**config.mk**
```make
export PLATFORM = sky130hd
export DESIGN_NAME = rfsh_req_timer
export DESIGN_NICKNAME = d
export VERILOG_FILES = /design/src/rtl/rfsh_pkg.sv /design/src/rtl/rfsh_prescale.sv /design/src/rtl/rfsh_rate_div.sv /design/src/rtl/rfsh_pend.sv /design/src/rtl/rfsh_req_timer.sv
export SDC_FILE = /design/constraint.sdc
export NUM_CORES = 1
export LEC_CHECK = 0
export BUFFER_PORTS_ARGS = -buffer_cell sky130_fd_sc_hd__buf_2
export CORE_MARGIN = 10
export CORE_UTILIZATION = 35
export DETAILED_ROUTE_END_ITERATION = 8
export GPL_ROUTABILITY_DRIVEN = 0
export GPL_TIMING_DRIVEN = 0
export PLACE_DENSITY = 0.65
export SYNTH_ARGS = -nofsm -noshare
export SYNTH_HDL_FRONTEND = slang
export SYNTH_SLANG_ARGS = --single-unit
```
**constraint.sdc**
```tcl
create_clock -name clk -period 2.2 [get_ports clk]
set_input_delay 0.11 -clock clk [delete_from_list [all_inputs] [get_ports clk]]
set_output_delay 0.11 -clock clk [all_outputs]
set_load 0.02 [all_outputs]
```
**src/rtl/rfsh_pkg.sv**
```systemverilog
package rfsh_pkg;
    localparam int PRE_W  = 8;
    localparam int RATE_W = 7;
    localparam int REG_W  = PRE_W + 1 + RATE_W;

    // Field order follows bit position: prescale 15:8, run 7, rate 6:0
    typedef struct packed {
        logic [PRE_W-1:0]  pre_div;
        logic              run;
        logic [RATE_W-1:0] rate_div;
    } cfg_t;
endpackage

```
**src/rtl/rfsh_prescale.sv**
```systemverilog
module rfsh_prescale #(
    parameter int W = 8
) (
    input  logic         clk,
    input  logic         por_n,
    input  logic         clr,
    input  logic [W-1:0] divisor,
    output logic         strobe
);
    typedef struct packed {
        logic [W-1:0] acc;
        logic         stb;
    } st_t;

    st_t st_d, st_q;
    logic [W:0] sum;

    always_comb begin
        sum  = {1'b0, st_q.acc} + (W+1)'(2);
        st_d = st_q;
        st_d.stb = 1'b0;
        if (clr || divisor == '0) begin
            st_d.acc = '0;
        end else if (sum >= {1'b0, divisor}) begin
            st_d.stb = 1'b1;
            // divisor of 1 would let the residue grow: cap at one strobe per clock
            st_d.acc = (divisor == W'(1)) ? '0 : W'(sum - {1'b0, divisor});
        end else begin
            st_d.acc = W'(sum);
        end
    end

    always_ff @(posedge clk or negedge por_n) begin
        if (!por_n) st_q <= '0;
        else        st_q <= st_d;
    end

    assign strobe = st_q.stb;
endmodule

```
**src/rtl/rfsh_rate_div.sv**
```systemverilog
module rfsh_rate_div #(
    parameter int W = 7
) (
    input  logic         clk,
    input  logic         por_n,
    input  logic         clr,
    input  logic         strobe,
    input  logic [W-1:0] limit,
    output logic         tick
);
    logic [W-1:0] cnt_d, cnt_q;

    always_comb begin
        cnt_d = cnt_q;
        tick  = 1'b0;
        if (clr) begin
            cnt_d = '0;
        end else if (strobe && limit != '0) begin
            if (cnt_q >= limit) begin
                cnt_d = '0;
                tick  = 1'b1;
            end else begin
                cnt_d = cnt_q + W'(1);
            end
        end
    end

    always_ff @(posedge clk or negedge por_n) begin
        if (!por_n) cnt_q <= '0;
        else        cnt_q <= cnt_d;
    end
endmodule

```
**src/rtl/rfsh_pend.sv**
```systemverilog
module rfsh_pend #(
    parameter int W = 3
) (
    input  logic         clk,
    input  logic         por_n,
    input  logic         clr,
    input  logic         arrive,
    input  logic         ack,
    output logic [W-1:0] count,
    output logic         req
);
    localparam logic [W-1:0] MAXV = {W{1'b1}};

    logic [W-1:0] cnt_d, cnt_q;
    logic         take;

    always_comb begin
        take  = ack && (cnt_q != '0);
        cnt_d = cnt_q;
        if (clr)                  cnt_d = '0;
        else if (arrive && !take) cnt_d = (cnt_q == MAXV) ? MAXV : cnt_q + W'(1);
        else if (take && !arrive) cnt_d = cnt_q - W'(1);
    end

    always_ff @(posedge clk or negedge por_n) begin
        if (!por_n) cnt_q <= '0;
        else        cnt_q <= cnt_d;
    end

    assign count = cnt_q;
    assign req   = (cnt_q != '0);
endmodule

```
**src/rtl/rfsh_req_timer.sv**
```systemverilog
module rfsh_req_timer
    import rfsh_pkg::*;
#(
    parameter int AW     = 4,
    parameter int PEND_W = 3
) (
    input  logic              clk,
    input  logic              por_n,
    input  logic              warm_clr,
    input  logic              bus_sel,
    input  logic              bus_we,
    input  logic [AW-1:0]     bus_addr,
    input  logic [REG_W-1:0]  bus_wdata,
    input  logic              pdown,
    input  logic              rfsh_ack,
    output logic              rfsh_req,
    output logic              self_rfsh
);
    cfg_t              cfg_d, cfg_q;
    logic              cfg_wr;
    logic              div_clr;
    logic              pend_clr;
    logic              pre_stb;
    logic              rate_tick;
    logic [PEND_W-1:0] pend_cnt;

    always_comb begin
        cfg_wr   = bus_sel && bus_we && (bus_addr == '0);
        cfg_d    = cfg_wr ? cfg_t'(bus_wdata) : cfg_q;
        div_clr  = cfg_wr || warm_clr || !cfg_q.run;
        pend_clr = warm_clr || !cfg_q.run || (cfg_wr && !cfg_d.run);
    end

    // Control word: power-on reset is its only clear
    always_ff @(posedge clk or negedge por_n) begin
        if (!por_n) cfg_q <= '0;
        else        cfg_q <= cfg_d;
    end

    rfsh_prescale #(.W(PRE_W)) u_pre (
        .clk     (clk),
        .por_n   (por_n),
        .clr     (div_clr),
        .divisor (cfg_q.pre_div),
        .strobe  (pre_stb)
    );

    rfsh_rate_div #(.W(RATE_W)) u_rate (
        .clk    (clk),
        .por_n  (por_n),
        .clr    (div_clr),
        .strobe (pre_stb),
        .limit  (cfg_q.rate_div),
        .tick   (rate_tick)
    );

    rfsh_pend #(.W(PEND_W)) u_pend (
        .clk    (clk),
        .por_n  (por_n),
        .clr    (pend_clr),
        .arrive (rate_tick),
        .ack    (rfsh_ack),
        .count  (pend_cnt),
        .req    (rfsh_req)
    );

    assign self_rfsh = cfg_q.run && pdown;
endmodule

```
==> results.cfg, run 1 <==
[run_status]
status = finished with violations
failed_checks = setup timing

[clock_tree]
htree_levels = 2
clkLatencyLatePin_ps = 280
cts-buffers-inserted = 5
root_buffer = clkbuf_8
cts_tree = yes
cts.sinks = 35
cts_buffer_depth = 2
path_clk_slew_ps = 70

[worst_setup_path]
crit_path_start_kind = flop
r2r_end = u_pre.st_q[1]
crit_start = u_pre.st_q[2]
rr_startpoint = u_pre.st_q[2]
reg2reg_slack_ps = -110
arrival_ps = 2510
critPathSlowestCell = dfrtp_2
cp_max_fo = 4
crit_chain = and3_4, nand3_4, xor2_2, inv_2, ha_4, a21o_1, a21oi_1, o211a_1, o31ai_4, or2_4, o22ai_1
crit_required_ps = 2410
critPathKind = reg2reg
path_delay_family = compound AO/OA/AOI/OAI gates
end_kind = flop
crit_path_max_incr_delay_ps = 410
worstSetupPathDepth = 11
reg2reg_depth = 11
cp-endpoint = u_pre.st_q[1]
crit_buf_inv = 1

[routing]
routed_wl_mm = 5.57
drc = 0
vias = 1930
wl_per_cell_um = 15.1
drtIter0Drc = 89
drtAntennaViolNets = 0
firstDrtPassIters = 4
viasPerCell = 5.24

[floorplan]
dieArea_sq_um = 9860
io_pins = 29
design.core.area_sq_um = 6030
rows = 28
die_y_um = 99.3
initial_core_util_pct = 36.5
die_x_um = 99.3

[place]
placedCellCount = 341
io_buffers = 28
dp_hpwl_mm = 3.85

[power_and_ir_drop]
p_per_area_nw_per_um2 = 629
swShare_pct = 33.9
p_sw_mw = 0.625
vdd_drop_max_v = 0.000294
internal_power_mw = 1.22
seqPwrFrac_pct = 41.9
clockPowerShare_pct = 24.8
p_comb_share_pct = 33.4
p_leak_nw = 1.34

[logic_synthesis]
yosysWarnings = 0
syn_inst = 238
synthArstFlopShare_pct = 100
ys.flop_type = dfrtp_1
ys_ff_latch = 35
synth_area_sq_um = 2200
syn_nets = 286
synth.yosys.seq_area_share_pct = 39.8
ys_top_cells_by_count = 35 x dfrtp_1, 28 x nand2_1, 23 x inv_1, 20 x ha_1, 20 x o21ai_0
yosysMostFrequentCell = dfrtp_1
synth_top_cell_area_share_pct = 39.8
synth.largest_area_cell = dfrtp_1
post_synth_main_area_contributors = dfrtp_1 40%, ha_1 11%, nand2_1 4.8%
syn_avg_cell_area_sq_um = 9.25
synth_edf_count = 0
ys_types = 44

[layout]
syn_to_final_growth_pct = 33.2
final_cell_count_no_fill = 368
diodes = 0
fin_nets = 340
drive_above_1_share_pct = 31.4

[sta]
skew_ps = 1.46
fin_crit_ps = 2310
finalCritPeriodShare_pct = 105
setup_viol = 8
relSlewSlack_pct = 46.0
slew_violations = 0
whs_ps = 25.2
setup_ws_ps = -108
worst_slew_pin_slew_ps = 810
rsz0062_at_grt = yes
fmax_mhz = 433
hold_violations = 0

[min_path]
hold_path.class = in2reg

[global_route]
grt_max_degree = 36
first_global_vias = 1914
grtUsageTotal_pct = 10.9
grt_pass1_wl_mm = 9.01
gr-total-overflow = 0
antenna_found_initial = 0

[job]
cap_violations = 0
## worst reg2reg max path, cell delays in order (launching register included)
cell     delay [ps]
dfrtp_2         410
and3_4          210
nand3_4          90
xor2_2          210
inv_2            60
ha_4            220
a21o_1          150
a21oi_1         130
o211a_1         200
o31ai_4         110
or2_4           290
o22ai_1         150
## cell families after synthesis
logic type	after synthesis	synth area share (%)
XOR/XNOR	10	3.98
buffers and inverters	27	4.60
flip-flops	35	39.8
multiplexers	3	1.53
AND/OR/NAND/NOR	82	18.7
adder cells (fa/ha/maj)	21	12.3
AO/OA/AOI/OAI	60	19.1
## power by group through the flow
stage          clock network [mW]  registers, mW  logic (mW)
6_report                    0.457          0.772       0.615
2_1_floorplan                   0          0.773       0.351
3_3_place_gp                    0          0.783       0.460
5_1_grt                     0.491          0.785       0.689
3_5_place_dp                    0          0.786       0.468
4_1_cts                     0.470          0.774       0.532
## routing by layer
metal / track usage [%] / routed length, um
met1: 14.4 / 2670
met2: 16.4 / 2490
met4: 5.07 / 110
met3: 2.63 / 301
met5: 0 / 0
## layout make-up
class / instances / area [sq um]
buffer: 4 / 15.0
clock buffer: 7 / 76.3
clock inverter: 1 / 5.00
fill: 579 / 3090
inverter: 23 / 86.3
multi-input combinational: 177 / 1490
sequential: 35 / 880
tap: 75 / 93.8
timing repair buffer: 46 / 285
## metrics by stage
step	util (%)	instance area [sq um]	power, mW	setup TNS, ps	setup slack, ps
6_report	48.7	2930	1.84	-581	-108
3_5_place_dp	41.2	2480	1.25	-3420	-371
5_1_grt	48.7	2930	1.96	-1590	-233
2_1_floorplan	-	2250	1.12	-18.2	-6.61
4_1_cts	45.6	2750	1.78	-659	-102
3_3_place_gp	41.2	2480	1.24	-3100	-357
## registers in the layout, indices dropped and copies added, names as in the netlist
name / cells
cfg_q: 16
u_pre.strobe: 1
u_pre.st_q: 8
u_rate.cnt_q: 7
u_pend.count: 3
## timing repair
action                                  CTS  global route
endpoints found under the setup margin   13            19
gates cloned                              0             1
resized for setup                        16            21
buffers inserted                         11             6
hold endpoints to repair                 35             0
hold buffers                              1             0
pin swaps                                 8             9
## worst min-delay path by stage
| stage | slack (ps) | from | cells after the start | to |
|---|---|---|---|---|
| final | 30 | bus_wdata[9] | 3 | cfg_q[9] |
| after global routing | 40 | bus_wdata[11] | 3 | cfg_q[11] |
| after CTS | 20 | bus_wdata[9] | 3 | cfg_q[9] |
| after detailed placement | 250 | por_n | 1 | u_pre.st_q[3] |
| after global placement | 250 | por_n | 1 | u_pre.st_q[3] |
| after floorplan | -190 | por_n | 0 | cfg_q[0] |
## layout by cell type (no fill, tap or decap), drive strengths merged, types with 3 or more instances in the layout
cell type and count:
nand3 10, and2 3, o21ai 20, a21o 3
dfrtp 35, and3 6, xor2 6, clkbuf 11
a21oi 10, a211oi 4, mux2 3, nand3b 3
ha 20, nor2 11, o2bb2ai 5, nor3 8
nand2 28, nor2b 4, buf 45, xnor2 4
inv 23
Power figures use the tool's default switching activity.
==> inputs of run 2 (changes only) <==
PLACE_DENSITY = 0.64   (was 0.65)
SYNTH_HIERARCHICAL = 1   (was default)
==> results.cfg, run 2 <==
[logic_synthesis]
post_synth_main_area_contributors = dfrtp_1 35%, ha_1 10%, mux2_4 6.0%
synth_top_cell_area_share_pct = 35.1
ys.flop_type = dfrtp_1
syn_avg_cell_area_sq_um = 9.99
syn_inst = 250
ys_ff_latch = 35
syn_nets = 298
yosysWarnings = 6
synth_edf_count = 0
synth.yosys.seq_area_share_pct = 35.1
ys_top_cells_by_count = 35 x dfrtp_1, 25 x inv_1, 20 x ha_1, 16 x a21oi_1, 14 x o21ai_0
synthArstFlopShare_pct = 100
ys_types = 58
yosysMostFrequentCell = dfrtp_1
synth.largest_area_cell = dfrtp_1
synth_area_sq_um = 2500

[sta]
whs_ps = 43.2
worst_slew_pin_slew_ps = 790
slew_violations = 0
fin_crit_ps = 2300
relSlewSlack_pct = 47.3
setup_ws_ps = -102
finalCritPeriodShare_pct = 105
skew_ps = 2.86
setup_viol = 10
hold_violations = 0
rsz0062_at_grt = yes
fmax_mhz = 434

[layout]
largest_reg_flops = 16
drive_above_1_share_pct = 38.5
final_cell_count_no_fill = 400
largestRegisters = cfg_q: 16 flops, u_pre/st_q: 8 flops, u_rate/cnt_q: 7 flops
final_common_cell = dfrtp_1
fin_nets = 351
layout_common_cells = 32 x dfrtp_1, 28 x buf_2, 24 x inv_1
diodes = 0
utilization_pct = 47.4
regMostFlops = cfg_q
syn_to_final_growth_pct = 30.2

[clock_tree]
clkLatencyLatePin_ps = 290
path_clk_slew_ps = 70
cts_buffer_depth = 2
root_buffer = clkbuf_8
cts-buffers-inserted = 5
cts_tree = yes
cts.sinks = 35
htree_levels = 2

[routing]
drtIter0Drc = 76
viasPerCell = 5.07
drtAntennaViolNets = 0
firstDrtPassIters = 4
vias = 2027
routed_wl_mm = 5.67
drc = 0
wl_per_cell_um = 14.2

[floorplan]
initial_core_util_pct = 36.4
dieArea_sq_um = 10900
die_y_um = 104
io_pins = 29
die_x_um = 104
design.core.area_sq_um = 6870
rows = 30

[min_path]
hold_path.class = in2reg
hold_start = bus_wdata[10]

[power_and_ir_drop]
p_leak_nw = 1.46
vdd_drop_max_v = 0.000443
power_mw = 2.32
p_per_area_nw_per_um2 = 711

[worst_setup_path]
reg2reg_slack_ps = -100
crit_required_ps = 2420
crit_start = u_pre/st_q[2]
arrival_ps = 2520
cp-endpoint = u_pre/st_q[4]
rr_startpoint = u_pre/st_q[2]
cp_max_fo = 8
r2r_end = u_pre/st_q[4]
reg2reg_depth = 11
crit_path_start_kind = flop
critPathKind = reg2reg
end_kind = flop

[run_status]
status = finished with violations
failed_checks = setup timing

[global_route]
grt_pass1_wl_mm = 9.56
grtUsageTotal_pct = 10.6
grt_max_degree = 36
first_global_vias = 2051
antenna_found_initial = 0
gr-total-overflow = 0

[place]
placedCellCount = 374
io_buffers = 28
dp_hpwl_mm = 4.07

[job]
cap_violations = 0
-- run 2: power by group --
group / internal (mW) / leakage (nW) / switching [mW] / total, mW
logic: 0.444 / 0.930 / 0.470 / 0.914
clock network: 0.367 / 0.0612 / 0.242 / 0.609
registers: 0.715 / 0.464 / 0.0771 / 0.792
-- run 2: metal layers --
| metal | part of all wire, % | wire length (um) | track usage (%) | vias up |
|---|---|---|---|---|
| li1 | - | - | - | 1008 |
| met1 | 44 | 2500 | 12.1 | 987 |
| met2 | 52 | 2960 | 18.4 | 28 |
| met3 | 2.9 | 164 | 2.97 | 4 |
| met4 | 0.81 | 46 | 4.08 | 0 |
| met5 | 0 | 0 | 0 | - |
-- run 2: worst min path at each step --
stage	slack, ps	end	cells after the start
4_1_cts	30	cfg_q[10]	2
5_1_grt	30	cfg_q[11]	2
3_3_place_gp	240	u_pend/count[0]	1
2_1_floorplan	-190	cfg_q[0]	0
6_report	40	cfg_q[10]	2
3_5_place_dp	240	cfg_q[6]	1
-- run 2: cell families after synthesis --
kind of cell	synth area share, %
muxes	9.16
and+or+nand+nor	16.5
AOI/OAI and AO/OA	19.6
DFF	35.1
xor gates and xnor gates	3.15
buffers and inverters	5.66
adders and majority gates	10.8
-- run 2: cell type report --
cell class | count | area [sq um]
buffer | 4 | 50.0
clock inverter | 2 | 35.0
fill | 631 | 3610
tap | 96 | 120
inverter | 25 | 93.8
sequential | 35 | 880
multi-input combinational | 186 | 1710
timing repair buffer | 46 | 282
clock buffer | 6 | 82.6
-- run 2: worst max-delay path, cell delays in order, from the launching register on --
cell	delay, ps
dfrtp_2	450
ha_4	190
nand3_4	100
nor2_4	50
xor2_2	180
ha_1	330
nand4_1	130
nor2_2	210
a311oi_4	50
buf_6	160
a211o_1	250
a21oi_1	130
-- run 2: metrics by stage --
step           setup TNS, ps  worst slack [ps]  cell area (sq um)
2_1_floorplan          -2.07             -2.07               2500
3_3_place_gp           -2790              -290               2760
3_5_place_dp           -3110              -304               2760
4_1_cts                 -630             -92.5               3120
5_1_grt                -1690              -238               3250
6_report                -560              -102               3250
-- run 2: what timing repair did --
| item | in CTS | in global routing |
|---|---|---|
| hold buffers | 1 | 0 |
| gates resized for setup | 32 | 12 |
| endpoints found under the setup margin | 12 | 12 |
| buffers inserted | 8 | 10 |
| pin swaps | 17 | 10 |
| endpoints found under the hold margin | 35 | 0 |
| cloned | 1 | 0 |
